--- src/rtl/wo_pkg.sv ---
package wo_pkg;
    typedef enum logic [1:0] {
        ST_IDLE = 2'd0,
        ST_SCAN = 2'd1,
        ST_EMIT = 2'd2
    } gen_state_t;

    typedef enum logic {
        MODE_DIAG   = 1'b0,
        MODE_DETECT = 1'b1
    } gen_mode_t;

    localparam logic [1:0] ENT_ZERO     = 2'b00;
    localparam logic [1:0] ENT_ONE      = 2'b01;
    localparam logic [1:0] ENT_DC       = 2'b10;
    localparam logic [1:0] ENT_CONFLICT = 2'b11;
endpackage

--- src/rtl/wo_popcount.sv ---
module wo_popcount #(
    parameter int W  = 8,
    parameter int CW = $clog2(W + 1)
) (
    input  logic [W-1:0]  bits_in,
    output logic [CW-1:0] count_out
);
    always_comb begin
        count_out = '0;
        for (int i = 0; i < W; i++) begin
            count_out = count_out + CW'(bits_in[i]);
        end
    end
endmodule

--- src/rtl/wo_adj_matrix.sv ---
module wo_adj_matrix #(
    parameter int N     = 8,
    parameter int IDX_W = $clog2(N)
) (
    input  logic             clk,
    input  logic             rst_n,
    input  logic             wr_en,
    input  logic [IDX_W-1:0] wr_row,
    input  logic [N-1:0]     wr_bits,
    input  logic             snap,
    input  logic             retire_en,
    input  logic [IDX_W-1:0] rd_idx,
    input  logic [IDX_W-1:0] sel_idx,
    output logic [N-1:0]     rd_row,
    output logic [N-1:0]     sel_row,
    output logic             sym_empty,
    output logic             rest_empty,
    output logic             tail_empty
);
    logic [N-1:0] loaded [N];
    logic [N-1:0] work   [N];
    logic [N-1:0] sym    [N];
    logic [N-1:0] work_retired [N];

    // symmetric closure without diagonal
    always_comb begin
        for (int i = 0; i < N; i++) begin
            for (int j = 0; j < N; j++) begin
                sym[i][j] = (i != j) && (loaded[i][j] || loaded[j][i]);
            end
        end
    end

    always_comb begin
        for (int i = 0; i < N; i++) begin
            for (int j = 0; j < N; j++) begin
                work_retired[i][j] = work[i][j] && (i != int'(sel_idx)) && (j != int'(sel_idx));
            end
        end
    end

    always_comb begin
        sym_empty  = 1'b1;
        rest_empty = 1'b1;
        tail_empty = 1'b1;
        for (int i = 0; i < N; i++) begin
            if (|sym[i])          sym_empty  = 1'b0;
            if (|work_retired[i]) rest_empty = 1'b0;
            if ((i > int'(sel_idx)) && (|work[i])) tail_empty = 1'b0;
        end
    end

    assign rd_row  = work[rd_idx];
    assign sel_row = work[sel_idx];

    always_ff @(posedge clk or negedge rst_n) begin
        if (!rst_n) begin
            for (int i = 0; i < N; i++) begin
                loaded[i] <= '0;
                work[i]   <= '0;
            end
        end else begin
            if (wr_en) begin
                loaded[wr_row] <= wr_bits;
            end
            if (snap) begin
                for (int i = 0; i < N; i++) work[i] <= sym[i];
            end else if (retire_en) begin
                for (int i = 0; i < N; i++) work[i] <= work_retired[i];
            end
        end
    end


    retire_row_clear_chk: assert property (@(posedge clk) disable iff (!rst_n)
        (retire_en && !snap) |=> (work[$past(sel_idx)] == '0));
endmodule

--- src/rtl/wo_pattern_fmt.sv ---
module wo_pattern_fmt
    import wo_pkg::*;
#(
    parameter int N     = 8,
    parameter int IDX_W = $clog2(N)
) (
    input  logic [IDX_W-1:0] sel_idx,
    input  logic [N-1:0]     nbr_row,
    output logic [2*N-1:0]   pat
);
    for (genvar g = 0; g < N; g++) begin : g_ent
        always_comb begin
            if (int'(sel_idx) == g)  pat[2*g +: 2] = ENT_ONE;
            else if (nbr_row[g])     pat[2*g +: 2] = ENT_ZERO;
            else                     pat[2*g +: 2] = ENT_DC;
        end
    end
endmodule

--- src/rtl/wo_pattern_gen.sv ---
module wo_pattern_gen
    import wo_pkg::*;
#(
    parameter  int N_NETS = 8,
    localparam int IDX_W  = $clog2(N_NETS),
    localparam int DEG_W  = $clog2(N_NETS + 1)
) (
    input  logic                  clk,
    input  logic                  rst_n,
    input  logic                  ld_en,
    input  logic [IDX_W-1:0]      ld_row,
    input  logic [N_NETS-1:0]     ld_bits,
    input  logic                  start,
    input  logic                  mode,
    output logic                  pat_valid,
    input  logic                  pat_ready,
    output logic [2*N_NETS-1:0]   pat_data,
    output logic                  pat_last,
    output logic                  done
);
    localparam logic [IDX_W-1:0] LAST_IDX = IDX_W'(N_NETS - 1);

    gen_state_t       state, state_nx;
    gen_mode_t        mode_q;
    logic [IDX_W-1:0] scan_idx, best_idx, sel_idx;
    logic [DEG_W-1:0] best_deg, row_deg;
    logic             done_q;

    logic [N_NETS-1:0] rd_row, sel_row;
    logic              sym_empty, rest_empty, tail_empty;
    logic              snap, retire_en, accept, last_c, take;
    logic [IDX_W-1:0]  final_idx;

    wo_adj_matrix #(.N(N_NETS), .IDX_W(IDX_W)) u_mat (
        .clk       (clk),
        .rst_n     (rst_n),
        .wr_en     (ld_en),
        .wr_row    (ld_row),
        .wr_bits   (ld_bits),
        .snap      (snap),
        .retire_en (retire_en),
        .rd_idx    (scan_idx),
        .sel_idx   (sel_idx),
        .rd_row    (rd_row),
        .sel_row   (sel_row),
        .sym_empty (sym_empty),
        .rest_empty(rest_empty),
        .tail_empty(tail_empty)
    );

    wo_popcount #(.W(N_NETS), .CW(DEG_W)) u_pop (
        .bits_in  (rd_row),
        .count_out(row_deg)
    );

    wo_pattern_fmt #(.N(N_NETS), .IDX_W(IDX_W)) u_fmt (
        .sel_idx(sel_idx),
        .nbr_row(sel_row),
        .pat    (pat_data)
    );

    assign snap      = (state == ST_IDLE) && start;
    assign accept    = (state == ST_EMIT) && pat_ready;
    assign last_c    = (mode_q == MODE_DIAG) ? rest_empty : tail_empty;
    assign retire_en = accept && (mode_q == MODE_DIAG) && !last_c;
    assign take      = row_deg > best_deg;
    assign final_idx = take ? scan_idx : best_idx;

    // next-state logic
    always_comb begin
        state_nx = state;
        unique case (state)
            ST_IDLE: if (start && !sym_empty) state_nx = ST_SCAN;
            ST_SCAN: begin
                if (mode_q == MODE_DIAG) begin
                    if (scan_idx == LAST_IDX) state_nx = ST_EMIT;
                end else begin
                    if (row_deg != '0)            state_nx = ST_EMIT;
                    else if (scan_idx == LAST_IDX) state_nx = ST_IDLE;
                end
            end
            ST_EMIT: if (pat_ready) state_nx = last_c ? ST_IDLE : ST_SCAN;
            default: state_nx = ST_IDLE;
        endcase
    end

    // state register
    always_ff @(posedge clk or negedge rst_n) begin
        if (!rst_n) state <= ST_IDLE;
        else        state <= state_nx;
    end

    // datapath registers
    always_ff @(posedge clk or negedge rst_n) begin
        if (!rst_n) begin
            mode_q   <= MODE_DIAG;
            scan_idx <= '0;
            best_idx <= '0;
            best_deg <= '0;
            sel_idx  <= '0;
            done_q   <= 1'b0;
        end else begin
            unique case (state)
                ST_IDLE: if (start) begin
                    mode_q   <= gen_mode_t'(mode);
                    scan_idx <= '0;
                    best_idx <= '0;
                    best_deg <= '0;
                    done_q   <= sym_empty;
                end
                ST_SCAN: begin
                    if (mode_q == MODE_DIAG) begin
                        if (take) begin
                            best_deg <= row_deg;
                            best_idx <= scan_idx;
                        end
                        if (scan_idx == LAST_IDX) sel_idx  <= final_idx;
                        else                      scan_idx <= scan_idx + 1'b1;
                    end else begin
                        if (row_deg != '0)             sel_idx  <= scan_idx;
                        else if (scan_idx == LAST_IDX) done_q   <= 1'b1;
                        else                           scan_idx <= scan_idx + 1'b1;
                    end
                end
                ST_EMIT: if (pat_ready) begin
                    if (last_c) begin
                        done_q <= 1'b1;
                    end else if (mode_q == MODE_DIAG) begin
                        scan_idx <= '0;
                        best_idx <= '0;
                        best_deg <= '0;
                    end else begin
                        scan_idx <= sel_idx + 1'b1;
                    end
                end
                default: ;
            endcase
        end
    end

    // outputs
    always_comb begin
        pat_valid = 1'b0;
        pat_last  = 1'b0;
        unique case (state)
            ST_EMIT: begin
                pat_valid = 1'b1;
                pat_last  = last_c;
            end
            default: ;
        endcase
        done = done_q;
    end

    logic [N_NETS-1:0] ent_one, ent_conf;
    for (genvar g = 0; g < N_NETS; g++) begin : g_chk
        assign ent_one[g]  = (pat_data[2*g +: 2] == ENT_ONE);
        assign ent_conf[g] = (pat_data[2*g +: 2] == ENT_CONFLICT);
    end


    no_conflict_code_chk: assert property (@(posedge clk) disable iff (!rst_n)
        pat_valid |-> (ent_conf == '0));

    single_one_chk: assert property (@(posedge clk) disable iff (!rst_n)
        pat_valid |-> ($countones(ent_one) == 1));

    stall_hold_chk: assert property (@(posedge clk) disable iff (!rst_n)
        (pat_valid && !pat_ready) |=> (pat_valid && $stable(pat_data) && $stable(pat_last)));

    empty_done_chk: assert property (@(posedge clk) disable iff (!rst_n)
        (state == ST_IDLE && start && sym_empty) |=> (done && !pat_valid));

    done_excl_chk: assert property (@(posedge clk) disable iff (!rst_n)
        !(done && pat_valid));
endmodule

--- config.mk ---
export PLATFORM = sky130hd
export DESIGN_NAME = wo_pattern_gen
export DESIGN_NICKNAME = d
export VERILOG_FILES = /design/src/rtl/wo_pkg.sv /design/src/rtl/wo_popcount.sv /design/src/rtl/wo_adj_matrix.sv /design/src/rtl/wo_pattern_fmt.sv /design/src/rtl/wo_pattern_gen.sv
export SDC_FILE = /design/constraint.sdc
export NUM_CORES = 1
export LEC_CHECK = 0
export BUFFER_PORTS_ARGS = -buffer_cell sky130_fd_sc_hd__clkbuf_2
export CAP_MARGIN = 20
export CORE_MARGIN = 2
export CORE_UTILIZATION = 62
export CTS_CLUSTER_DIAMETER = 200
export DETAILED_ROUTE_END_ITERATION = 16
export PLACE_DENSITY = 0.83
export SLEW_MARGIN = 25
export SYNTH_ARGS = -nofsm -noshare
export SYNTH_HDL_FRONTEND = slang
export SYNTH_HIERARCHICAL = 1
export SYNTH_SLANG_ARGS = --single-unit
--- constraint.sdc ---
create_clock -name clk -period 7.4 [get_ports clk]
set_input_delay 0.74 -clock clk [delete_from_list [all_inputs] [get_ports clk]]
set_output_delay 0.74 -clock clk [all_outputs]
set_load 0.05 [all_outputs]
Word level (Yosys, flattened, before mapping)
Index checks and enable logic that the tools add are counted.
{"block": "word_totals", "ff_bits": 145, "wordCells": 380, "out_inout_bits": 19}
{"block": "classes", "n_reduce_logical": 208, "order_cmp": 12, "n_bitwise": 4, "eq_ne": 32, "mux": 92, "addsub": 9}
{"operator": "$logic_and A1 B1 Y1", "count": 141}
{"operator": "$mux W64", "count": 2}
{"operator": "$reduce_or A8 Y1", "count": 15}
{"operator": "$bwmux W64", "count": 1}
{"operator": "$reduce_or A7 Y1", "count": 8}
{"operator": "$bmux W8 S3", "count": 2}
{"operator": "$mux W3", "count": 15}
{"operator": "$mux W2", "count": 22}
{"operator": "$mux W8", "count": 5}
{"operator": "$mux W1", "count": 33}
{"operator": "$logic_or A1 B1 Y1", "count": 28}
{"operator": "$add A4 B1 Y4", "count": 6}
{"operator": "$demux W8 S3", "count": 1}
{"operator": "$mux W4", "count": 6}
{"operator": "$ne A2 B2 Y1 const B", "count": 10}
{"operator": "$pmux W3 S3", "count": 2}
{"operator": "$eq A3 B3 Y1 const B", "count": 5}
{"operator": "$reduce_and A7 Y1", "count": 2}
{"operator": "$ge A4 B4 Y1 const B", "count": 3}
{"operator": "$gt A3 B3 Y1 const A", "count": 4}
{"operator": "$ne A3 B3 Y1 const A", "count": 4}
{"operator": "$not A3 Y4", "count": 3}
{"operator": "$pmux W4 S3", "count": 1}
{"operator": "$ne A3 B3 Y1 const B", "count": 3}
{"operator": "other kinds (27)", "count": 35}

Longest topological paths before layout
{"block": "depth", "depth_word": 17, "ltp_mapped": 20, "ltp_nobuf": 17}

By module
The synthesis kept the hierarchy.
{"module": "wo_adj_matrix", "cells_each": 654, "area_per_inst_um2": 6598.8, "instances": 1}
{"module": "wo_pattern_gen", "cells_each": 125, "area_per_inst_um2": 1131.1, "instances": 1}
{"module": "wo_popcount", "cells_each": 21, "area_per_inst_um2": 178.9, "instances": 1}
{"module": "wo_pattern_fmt", "cells_each": 16, "area_per_inst_um2": 113.9, "instances": 1}

Least setup slack after synthesis
No wires, ideal clock.
{"block": "synth_path", "path_type": "register -> register", "startpoint": "register scan_idx[0]", "endpoint": "register best_deg[1]", "t_arrival_ps": 5876, "period_less_slack_ps": 5997, "n_path_buf": 3, "stages_incl_launch_ff": 21, "setup_slack_ps": 1403, "cell_sequence": "dfrtp_1 > clkbuf_1 > buf_1 > mux4_2 > mux2_2 > fa_1 > inv_1 > fa_1 > fa_1 > inv_1 > ha_1 > inv_1 > fa_1 > xnor2_1 > ha_1 > a211oi_1 > o21ai_0 > o211ai_1 > clkbuf_1 > nor2_1 > a32o_1"}
{"block": "synth_between", "elab_chain_len": 14, "elab_cells_between_ends": 17, "classes_between": "add/sub (7); order compare (1); eq/ne (1); mux (6); bitwise (1); reduce/logical (1)"}
{"item": "start: declaration", "line_no": "wo_pattern_gen.sv:25", "text": "logic [IDX_W-1:0] scan_idx, best_idx, sel_idx;"}
{"item": "start signal: assignment", "line_no": "wo_pattern_gen.sv:118", "text": "else scan_idx <= scan_idx + 1'b1;"}
{"item": "start signal: assignment", "line_no": "wo_pattern_gen.sv:122", "text": "else scan_idx <= scan_idx + 1'b1;"}
{"item": "start signal: assignment", "line_no": "wo_pattern_gen.sv:133", "text": "scan_idx <= sel_idx + 1'b1;"}
{"item": "$not A3 Y4 (not written as such)", "line_no": "wo_adj_matrix.sv:53", "text": "assign rd_row = work[rd_idx];"}
{"item": "$bmux W8 S3", "line_no": "wo_adj_matrix.sv:53"}
{"item": "$mux W8 (not written as such) (2 in series)", "line_no": "wo_adj_matrix.sv:53"}
{"item": "named net rd_row[0]", "line_no": "wo_pattern_gen.sv:29", "text": "logic [N_NETS-1:0] rd_row, sel_row;"}
{"item": "$add A1 B1 Y2", "line_no": "wo_popcount.sv:11", "text": "count_out = count_out + CW'(bits_in[i]);"}
{"item": "$add A4 B1 Y4 (6 in series)", "line_no": "wo_popcount.sv:11"}
{"item": "named net row_deg[2]", "line_no": "wo_pattern_gen.sv:26", "text": "logic [DEG_W-1:0] best_deg, row_deg;"}
{"item": "$gt A4 B4 Y1", "line_no": "wo_pattern_gen.sv:66", "text": "assign take = row_deg > best_deg;"}
{"item": "$ne A2 B2 Y1 (no line)"}
{"item": "$reduce_and A7 Y1 (no line)"}
{"item": "end signal: assignment", "line_no": "wo_pattern_gen.sv:114", "text": "best_deg <= row_deg;"}
{"item": "end: declaration", "line_no": "wo_pattern_gen.sv:26"}
The timed path passes the listed nets, and every way through them passes these cells. The select of a mux whose other input is x is not followed.
A chain may end at the register's enable or synchronous reset.

Worst setup path in the final report
Ends and elaborated chain as after synthesis.

==> metrics <==
total of max-cap violations 0; Synth Warn # 6; IO buf count 35; syn nets between 800 and 900; Final Skew 16.57 ps; Root Buffer clkbuf_16; commonest non-fill, non-tap cell in the layout nand2_1; vias per cell 6.995; Final Cell Area 8916 um2; Cell Chain, Critical Path mux4_2 -> mux2_2 -> fa_1 -> inv_1 -> fa_1 -> fa_1 -> inv_1 -> ha_1 -> inv_1 -> fa_1 -> xnor2_1 -> ha_1 -> a211oi_1 -> o21ai_0 -> o211ai_1 -> nor2_1 -> a32o_1; Core ar. around 13000 um2; wire per inst approximately 26 um; CP max FO 20; Mapped Area around 8000 um2; Remaining DRCs 0; crit path DAT between 6000 and 7000 ps; minimum clock period 5926 ps; setup TNS 0 ps; number of global-route vias before repair 7229; CTS tree yes; reg2reg start scan_idx[0]; share of cells above drive strength 1 22.86%; Die Span Y about 120 um; startpoint types flop; GP Congestion 1.069; Die Wd around 120 um; outcome complete, no violations; initial antenna violation count 0; CTS Sinks 137; Reg area around 3400 um2; R2R Setup Slk ~1500 ps; Max-Slew Margin vs Limit between 30% and 40%; final count of hold timing violations 0; Crit path top cell by count fa_1; 1st-pass router iterations 5; Post-synth EDFFs 0; total global routing overflow 0; area of placed instances between 8000 and 9000 um2; measured slew at the worst slew-check pin between 900 and 1000 ps; clock buffer depth 2; via count 7170; Yosys reg bits between 100 and 150; area grow syn2layout 11.14%; antenna cells 0; R2R depth 17; # H-tree levels 4; die area ~14000 um2; Crit path largest cell delay approximately 730 ps; crit end category flop; critical path buffer and inverter count 3; # nets final 876; CTS resizes 0; post-route ant nets 0; WHS between 400 and 500 ps; worst setup path class flop to flop; initial DRC count between 900 and 1000; synth top area cells dfrtp_1, mux2_2, mux4_2; unrepaired setup endpoints after global routing no; first-pass GRT wire length 41.82 mm; TritonCTS Buffers 17; Synth top area share a little over two fifths; Hold Crit Class input pin to asynchronous set/reset pin; Synth Instances ~800; DP HPWL roughly 19 mm; Top FF cell, synth dfrtp_1; Synth area leader dfrtp_1; hold buffers post-CTS 0; worst skew pair latency 430 ps; largest net degree at the start of global routing 70; WL final ~27 mm; post-layout util between 70 and 80%; endpoints failing setup 0; Max Freq approximately 170 MHz; gr usage total roughly 40%; # IOs 36; critical path's top delay family adder cells; Unique masters post-synth 63; clk slew on worst S/H paths about 60 ps; fin crit share between 80% and 90%; initial core utilization 63.57%; Final Max Tran Viols 0; terminus of the critical flop-to-flop path best_deg[1]; row cnt 41; sequential share of the synthesized area 42.73%; Synth async-reset ratio 100.0%; Critical-path top delay cell dfrtp_2; postcts setup bufs 0; commonest non-fill, non-tap cells in the layout nand2_1, dfrtp_1, mux2_2; syn avg cell area between 9 and 10 um2; # fillers roughly 940; WP data required between 7000 and 8000 ps; multi-input logic area 4339 um2
==> state kept, by name (all words and copies together) (netlist names) <==
| register | flops |
|---|---|
| best_idx | 3 |
| sel_idx | 3 |
| mode_q | 1 |
| done | 1 |
| u_mat/loaded | 56 |
| scan_idx | 3 |
| best_deg | 4 |
| u_mat/work | 64 |
| state | 2 |
==> cells by family after synthesis <==
kind of cell | synth area share [%]
muxes | 18.92
DFF | 42.73
buffers and inverters | 3.400
and+or+nand+nor | 19.04
adders and majority gates | 3.338
xor gates and xnor gates | 0.3276
AOI/OAI and AO/OA | 12.24
==> cell usage after synthesis, drive strengths merged, types with 2 or more instances <==
cell type / instances
and2: 2
a221oi: 2
xnor2: 2
nor3b: 7
o221ai: 2
nand2b: 10
buf: 9
ha: 15
nand3: 11
nor2: 46
a211oi: 7
a21o: 2
mux2i: 5
a32o: 3
mux2: 66
inv: 30
and3b: 3
a31oi: 14
fa: 4
a21oi: 57
nor4: 33
o21bai: 2
nand4b: 3
o21ai: 52
nand4: 6
nor2b: 8
clkbuf: 30
nor3: 7
mux4: 32
or4: 5
o22ai: 9
or3: 8
and3: 2
nand2: 162
nand3b: 2
o211ai: 3
dfrtp: 137
a311oi: 4
==> layer usage <==
metal	vias up	GRT usage, %	wire (um)
li1	3023	-	-
met1	3567	49.57	9898
met2	470	66.68	13260
met3	110	10.13	2611
met4	0	18.37	1318
met5	-	0	0
==> how the worst max path moves through the flow <==
stage                     start     endpoint  depth (start not counted)
finish              scan_idx[0]  best_deg[1]                         17
global route        scan_idx[0]  best_deg[2]                         17
CTS                 scan_idx[0]  best_deg[1]                         17
detailed placement  scan_idx[0]  best_deg[1]                         17
global placement    scan_idx[0]  best_deg[3]                         17
floorplan           scan_idx[0]  best_deg[1]                         20
==> worst register-to-register path, delay by kind of cell (launching register included) <==
family,cells,cell delay [ps]
xor+xnor,1,290
mux,2,890
compound gates,4,1110
simple gates,1,220
flops,1,730
fa+ha+maj,6,2390
buf+inv,3,190
==> stage by stage <==
stage	cells	worst slack, ps
after floorplan	816	1403
after CTS	1025	1215
after global routing	1025	1138
final	1025	1474
after detailed placement	993	1218
after global placement	993	1434
==> layout make-up <==
class	instances	area share (%)
clock buffers	20	5.234
multi-input cells	609	48.67
clock inverters	12	1.137
flip-flops and latches	137	38.49
inverters	31	1.305
repair buffers	44	2.750
well taps	172	2.414
Power is not shown: default switching activity piles up to over one toggle a cycle in this logic, so the estimate is an artifact.
